**src/rtl/pt_walker_pkg.sv**
```systemverilog
package pt_walker_pkg;
  typedef enum logic [1:0] {ST_IDLE, ST_L1, ST_L2} walk_st_t;
  typedef enum logic [1:0] {
    K_FAULT   = 2'b00,
    K_TABLE   = 2'b01,
    K_SECTION = 2'b10,
    K_RSVD    = 2'b11
  } l1_kind_t;
  typedef enum logic [1:0] {ACT_FAULT, ACT_DONE, ACT_NEXT} step_t;
endpackage

```
**src/rtl/pt_addr_gen.sv**
```systemverilog
module pt_addr_gen #(
  parameter int VA_W     = 32,
  parameter int PA_W     = 32,
  parameter int L2_IDX_W = 8,
  parameter int PG_OFF_W = 12
) (
  input  logic [VA_W-1:0] req_va,
  input  logic [PA_W-1:0] req_base,
  input  logic [VA_W-1:0] walk_va,
  input  logic [PA_W-1:0] entry,
  output logic [PA_W-1:0] l1_addr,
  output logic [PA_W-1:0] l2_addr,
  output logic [PA_W-1:0] sec_pa,
  output logic [PA_W-1:0] page_pa
);
  localparam int SEC_OFF_W = L2_IDX_W + PG_OFF_W;
  localparam int L1_IDX_W  = VA_W - SEC_OFF_W;
  localparam int L1_ALIGN  = L1_IDX_W + 2;
  localparam int L2_ALIGN  = L2_IDX_W + 2;

  // first-level index picks a word inside a table aligned to its own size
  assign l1_addr = {req_base[PA_W-1:L1_ALIGN], req_va[VA_W-1:SEC_OFF_W], 2'b00};
  assign l2_addr = {entry[PA_W-1:L2_ALIGN], walk_va[SEC_OFF_W-1:PG_OFF_W], 2'b00};
  assign sec_pa  = {entry[PA_W-1:SEC_OFF_W], walk_va[SEC_OFF_W-1:0]};
  assign page_pa = {entry[PA_W-1:PG_OFF_W], walk_va[PG_OFF_W-1:0]};

  logic unused_addr_bits;
  assign unused_addr_bits = ^{req_base[L1_ALIGN-1:0], req_va[SEC_OFF_W-1:0],
                              walk_va[VA_W-1:SEC_OFF_W], entry[L2_ALIGN-1:0]};
endmodule

```
**src/rtl/pt_entry_decode.sv**
```systemverilog
module pt_entry_decode
  import pt_walker_pkg::*;
#(
  parameter int ENTRY_W   = 32,
  parameter int VALID_BIT = 1
) (
  input  logic [ENTRY_W-1:0] entry,
  input  logic               is_l2,
  output step_t              step
);
  always_comb begin
    step = ACT_FAULT;
    if (is_l2) begin
      step = entry[VALID_BIT] ? ACT_DONE : ACT_FAULT;
    end else begin
      case (l1_kind_t'(entry[1:0]))
        K_SECTION: step = ACT_DONE;
        K_TABLE:   step = ACT_NEXT;
        default:   step = ACT_FAULT;
      endcase
    end
  end

  logic unused_entry_bits;
  assign unused_entry_bits = ^entry;
endmodule

```
**src/rtl/pt_walk_ctrl.sv**
```systemverilog
module pt_walk_ctrl
  import pt_walker_pkg::*;
#(
  parameter int VA_W   = 32,
  parameter int PA_W   = 32,
  parameter int FLAG_W = 12
) (
  input  logic              clk,
  input  logic              rst,
  input  logic              req_valid,
  input  logic [VA_W-1:0]   req_vaddr,
  input  logic              rsp_valid,
  input  logic [PA_W-1:0]   rsp_data,
  input  step_t             step,
  input  logic [PA_W-1:0]   l1_addr,
  input  logic [PA_W-1:0]   l2_addr,
  input  logic [PA_W-1:0]   sec_pa,
  input  logic [PA_W-1:0]   page_pa,
  output logic [VA_W-1:0]   va_q,
  output logic              in_l2,
  output logic              mem_rd_en,
  output logic [PA_W-1:0]   mem_rd_addr,
  output logic              busy,
  output logic              done,
  output logic              fault,
  output logic              level,
  output logic [PA_W-1:0]   paddr,
  output logic [FLAG_W-1:0] flags
);
  walk_st_t st;

  assign in_l2 = (st == ST_L2);
  assign busy  = (st != ST_IDLE);

  always_ff @(posedge clk) begin
    if (rst) begin
      st          <= ST_IDLE;
      va_q        <= '0;
      mem_rd_en   <= 1'b0;
      mem_rd_addr <= '0;
      done        <= 1'b0;
      fault       <= 1'b0;
      level       <= 1'b0;
      paddr       <= '0;
      flags       <= '0;
    end else begin
      mem_rd_en <= 1'b0;
      done      <= 1'b0;
      case (st)
        ST_IDLE: begin
          if (req_valid) begin
            va_q        <= req_vaddr;
            mem_rd_en   <= 1'b1;
            mem_rd_addr <= l1_addr;
            st          <= ST_L1;
          end
        end
        ST_L1, ST_L2: begin
          if (rsp_valid) begin
            case (step)
              ACT_NEXT: begin
                mem_rd_en   <= 1'b1;
                mem_rd_addr <= l2_addr;
                st          <= ST_L2;
              end
              ACT_DONE: begin
                done  <= 1'b1;
                fault <= 1'b0;
                level <= in_l2;
                paddr <= in_l2 ? page_pa : sec_pa;
                flags <= rsp_data[FLAG_W-1:0];
                st    <= ST_IDLE;
              end
              default: begin
                done  <= 1'b1;
                fault <= 1'b1;
                level <= in_l2;
                paddr <= '0;
                flags <= '0;
                st    <= ST_IDLE;
              end
            endcase
          end
        end
        default: st <= ST_IDLE;
      endcase
    end
  end

  logic unused_rsp_hi;
  assign unused_rsp_hi = ^rsp_data[PA_W-1:FLAG_W];
endmodule

```
**src/rtl/pt_walker.sv**
```systemverilog
module pt_walker
  import pt_walker_pkg::*;
#(
  parameter int VA_W         = 32,
  parameter int PA_W         = 32,
  parameter int L2_IDX_W     = 8,
  parameter int PG_OFF_W     = 12,
  parameter int L2_VALID_BIT = 1,
  localparam int FLAG_W      = PG_OFF_W
) (
  input  logic              clk,
  input  logic              rst,
  input  logic              req_valid,
  input  logic [VA_W-1:0]   req_vaddr,
  input  logic [PA_W-1:0]   ttb,
  output logic              mem_rd_en,
  output logic [PA_W-1:0]   mem_rd_addr,
  input  logic              mem_rsp_valid,
  input  logic [PA_W-1:0]   mem_rsp_data,
  output logic              busy,
  output logic              done,
  output logic              fault,
  output logic              level,
  output logic [PA_W-1:0]   paddr,
  output logic [FLAG_W-1:0] flags
);
  logic [VA_W-1:0] va_q;
  logic            in_l2;
  step_t           step;
  logic [PA_W-1:0] l1_addr, l2_addr, sec_pa, page_pa;

  pt_addr_gen #(
    .VA_W(VA_W), .PA_W(PA_W), .L2_IDX_W(L2_IDX_W), .PG_OFF_W(PG_OFF_W)
  ) u_addr (
    .req_va(req_vaddr), .req_base(ttb), .walk_va(va_q), .entry(mem_rsp_data),
    .l1_addr(l1_addr), .l2_addr(l2_addr), .sec_pa(sec_pa), .page_pa(page_pa)
  );

  pt_entry_decode #(
    .ENTRY_W(PA_W), .VALID_BIT(L2_VALID_BIT)
  ) u_dec (
    .entry(mem_rsp_data), .is_l2(in_l2), .step(step)
  );

  pt_walk_ctrl #(
    .VA_W(VA_W), .PA_W(PA_W), .FLAG_W(FLAG_W)
  ) u_ctrl (
    .clk(clk), .rst(rst), .req_valid(req_valid), .req_vaddr(req_vaddr),
    .rsp_valid(mem_rsp_valid), .rsp_data(mem_rsp_data), .step(step),
    .l1_addr(l1_addr), .l2_addr(l2_addr), .sec_pa(sec_pa), .page_pa(page_pa),
    .va_q(va_q), .in_l2(in_l2), .mem_rd_en(mem_rd_en), .mem_rd_addr(mem_rd_addr),
    .busy(busy), .done(done), .fault(fault), .level(level),
    .paddr(paddr), .flags(flags)
  );
endmodule

```
**config.mk**
```make
export PLATFORM = sky130hd
export DESIGN_NAME = pt_walker
export DESIGN_NICKNAME = d
export VERILOG_FILES = /design/src/rtl/pt_walker_pkg.sv /design/src/rtl/pt_addr_gen.sv /design/src/rtl/pt_entry_decode.sv /design/src/rtl/pt_walk_ctrl.sv /design/src/rtl/pt_walker.sv
export SDC_FILE = /design/constraint.sdc
export NUM_CORES = 1
export LEC_CHECK = 0
export ABC_AREA = 0
export BUFFER_PORTS_ARGS = -buffer_cell sky130_fd_sc_hd__buf_2
export CORE_MARGIN = 4
export CORE_UTILIZATION = 48
export DETAILED_ROUTE_END_ITERATION = 16
export PLACE_DENSITY = 0.89
export SLEW_MARGIN = 0
export SYNTH_ARGS = -nofsm -noshare
export SYNTH_HDL_FRONTEND = slang
export SYNTH_SLANG_ARGS = --single-unit
```
**constraint.sdc**
```tcl
create_clock -name clk -period 2.15 [get_ports clk]
set_clock_uncertainty 0.05 [all_clocks]
set_input_delay 0.43 -clock clk [delete_from_list [all_inputs] [get_ports clk]]
set_output_delay 0.43 -clock clk [all_outputs]
set_load 0.02 [all_outputs]
```
==> impl_results.md <==
- Status: completed
- Worst setup path end: u_ctrl.mem_rd_addr[18]
- Drc violations: 0
- Die area: 10600 um^2
- Worst slew margin: 0.570
- Final min period: 1960 ps
- CTS Root Cell: clkbuf_8
- Routed wire length: 13.2 mm
- Post-synth EDFFs: 0
- Setup TNS after final layout: 0 ps
- Antenna violation net count after detailed routing: 0
- Crit share post-route: 0.913
- #FFs+latches synth: 100
- Setup violators final: 0
- Layout cells sized above 1: 0.335
- Synth async-reset ratio: 0
- Post-synthesis adder-cell area fraction: 0.0116
- Global-route wire length before repair: 20.5 mm
- FMAX: 0.510 GHz
- Yosys Warn Count: 0
- Startpoint Class: flop
- CTS H-Tree Depth: 3
- # placed instances: 713
- WL per Instance: 18.0 um
- Hold slack final: 244 ps
- Row count: 34
- R2r setup slk: 190 ps
- Die H: 103 um
- Critical Path Source: u_ctrl.st[1]
- Pwr Total: 4.34 mW
- Max FO, Critical Path: 33
- Worst reg-to-reg path cell count: 6
- Detailed Place HPWL: 9.26 mm
- Cell Chain, Critical Path: inv_1 > ha_2 > and2_1 > buf_4 > a311oi_1 > a211oi_1
- Peak VDD IR: 0.398 mV
- Clock sink count: 100
- Max-cap violations: 0
- WP data required: 2370 ps
- Worst min-delay path class: primary input to flop
- Post-synthesis sequential area ratio: 0.464
- Crit path DAT: 2180 ps
- Core ar.: 8720 um^2
- Setup bufs post-CTS: 0
- Grt ovf: 0
- Fin. max-slew vios: 0
- Synth top area share: 0.464
- Placed cell area: 5130 um^2
- Syn Std Cell Area: 4310 um^2
- Setup crit end kind: flop
- Synth cell types: 29
- Synth Flop Type: dfxtp_1
- Largest net degree at the start of global routing: 47
- Syn_area_per_cell: 8.91 um^2
- Initial DRC Count: 228
- Post-Layout Cell Count: 729
- Final Util: 0.614
- Largest area contributor in the netlist: dfxtp_1
- Avg Vias per Cell: 5.89
- Clock Tree Buf Depth: 2
- Count leader, synth: dfxtp_1
- Cell area power density: 811 nW/um^2
- Syn Inst Count: 484
- Xor-xnor portion of the synthesized cell area: 0
- # diodes: 0
- Synth Area in Compound Gates: 0.254
- Worst-Margin Slew: 643 ps
- Clock insertion delay at the later pin of the skew report: 360 ps
- Cts bufs inserted: 9
- Main combinational cell family by area after synthesis: compound AO/OA/AOI/OAI gates
- Via count: 4293
- DP Worst Slack: 230 ps
- IO buf count: 164
- Worst reg2reg path endpoint: u_ctrl.mem_rd_addr[18]
- Hold Path Depth: 3
- Simple-gate area share of the yosys netlist: 0.108
- # IOs: 181
- Slowest CP cell: dfxtp_1
- Post-synthesis mux area share: 0.0905
- Largest stage delay, worst path: 390 ps
- RD Place Congestion: 0.887
- Clock Pin Slew Worst Setup and Hold Paths: 100 ps
- TritonCTS clock tree: built
- Largest cells by area after synthesis: dfxtp_1, a21oi_1, mux2i_1
- Overall routing resource usage: 0.243
- Initial antenna violation count: 0
- Drt pass-1 iters: 5
- FF-to-FF Start: u_ctrl.st[1]
- Fin area: 5360 um^2
- Post-route setup slack: 187 ps
- Post-synth top cells: dfxtp_1, a21oi_1, o21ai_0
- Pleak: 2.25 nW
- Chip width: 103 um
- Area growth syn-to-layout: 24.3%
- Fin nets: 720
- Final Hold Fails: 0
- RSZ-0062 raised after global routing: false
- Number of global-route vias before repair: 4045
- Crit path kind: flop to flop
- Initial core utilization: 0.494
==> sequential cells by signal, summed over array words and instances (netlist names), 2 cells and up <==
register            flops
u_ctrl.mem_rd_addr     30
u_ctrl.st               2
u_ctrl.paddr           32
u_ctrl.flags           12
u_ctrl.va_q            20
==> cells by family after synthesis <==
kind of cell,after synthesis
AOI/OAI and AO/OA,178
adders and majority gates,4
buffers and inverters,63
DFF,100
muxes,38
other,1
and+or+nand+nor,100
==> final cells by class <==
type,instances,area [um^2]
fillers,768,3360
multi-input cells,322,2030
flip-flops and latches,100,2000
repair buffers,179,961
clock buffers,11,151
well taps,108,135
clock inverters,5,67.6
inverters,4,15.0
==> worst max-delay path, delay by kind of cell, from the launching register on <==
kind                       cells  cell delay (ps)
buffers and inverters          2              450
AOI/OAI and AO/OA              2              400
DFF                            1              390
adders and majority gates      1              380
and+or+nand+nor                1              200
==> cell usage in the layout, fill, tap and decap left out, types with 4 or more instances in the layout <==
master and n:
a211oi_1 30, a21oi_1 68, a311oi_1 30, buf_2 163
buf_4 14, clkbuf_8 11, dfxtp_1 100, inv_1 4
mux2_2 8, mux2i_1 30, nand2_1 44, nand3_1 44
o21ai_0 48
==> how the worst min path moves through the flow <==
stage / end / slack [ps] / start
2_1_floorplan: u_ctrl.va_q[0] / 390 / u_ctrl.va_q[0]
3_5_place_dp: u_ctrl.va_q[2] / 400 / u_ctrl.va_q[2]
4_1_cts: u_ctrl.va_q[13] / 230 / req_vaddr[13]
3_3_place_gp: u_ctrl.va_q[4] / 390 / u_ctrl.va_q[4]
6_report: u_ctrl.va_q[18] / 240 / req_vaddr[18]
5_1_grt: u_ctrl.va_q[17] / 230 / req_vaddr[17]
==> what timing repair did <==
| item | in CTS | in global routing |
|---|---|---|
| endpoints found under the hold margin | 0 | 0 |
| setup endpoints to repair | 0 | 1 |
| hold buffers | 0 | 0 |
| resized for setup | 0 | 1 |
==> metal layers <==
layer	vias up	part of all wire	track usage
li1	2032	-	-
met1	2052	0.41	0.318
met2	181	0.48	0.388
met3	28	0.090	0.0622
met4	0	0.024	0.0926
met5	-	0	0
==> power by group <==
part           switching, mW  internal [mW]  total (mW)
Combinational          0.627          0.373       0.999
Sequential            0.0724           1.98        2.06
Clock                  0.671          0.619        1.29
Power figures use the tool's default switching activity.
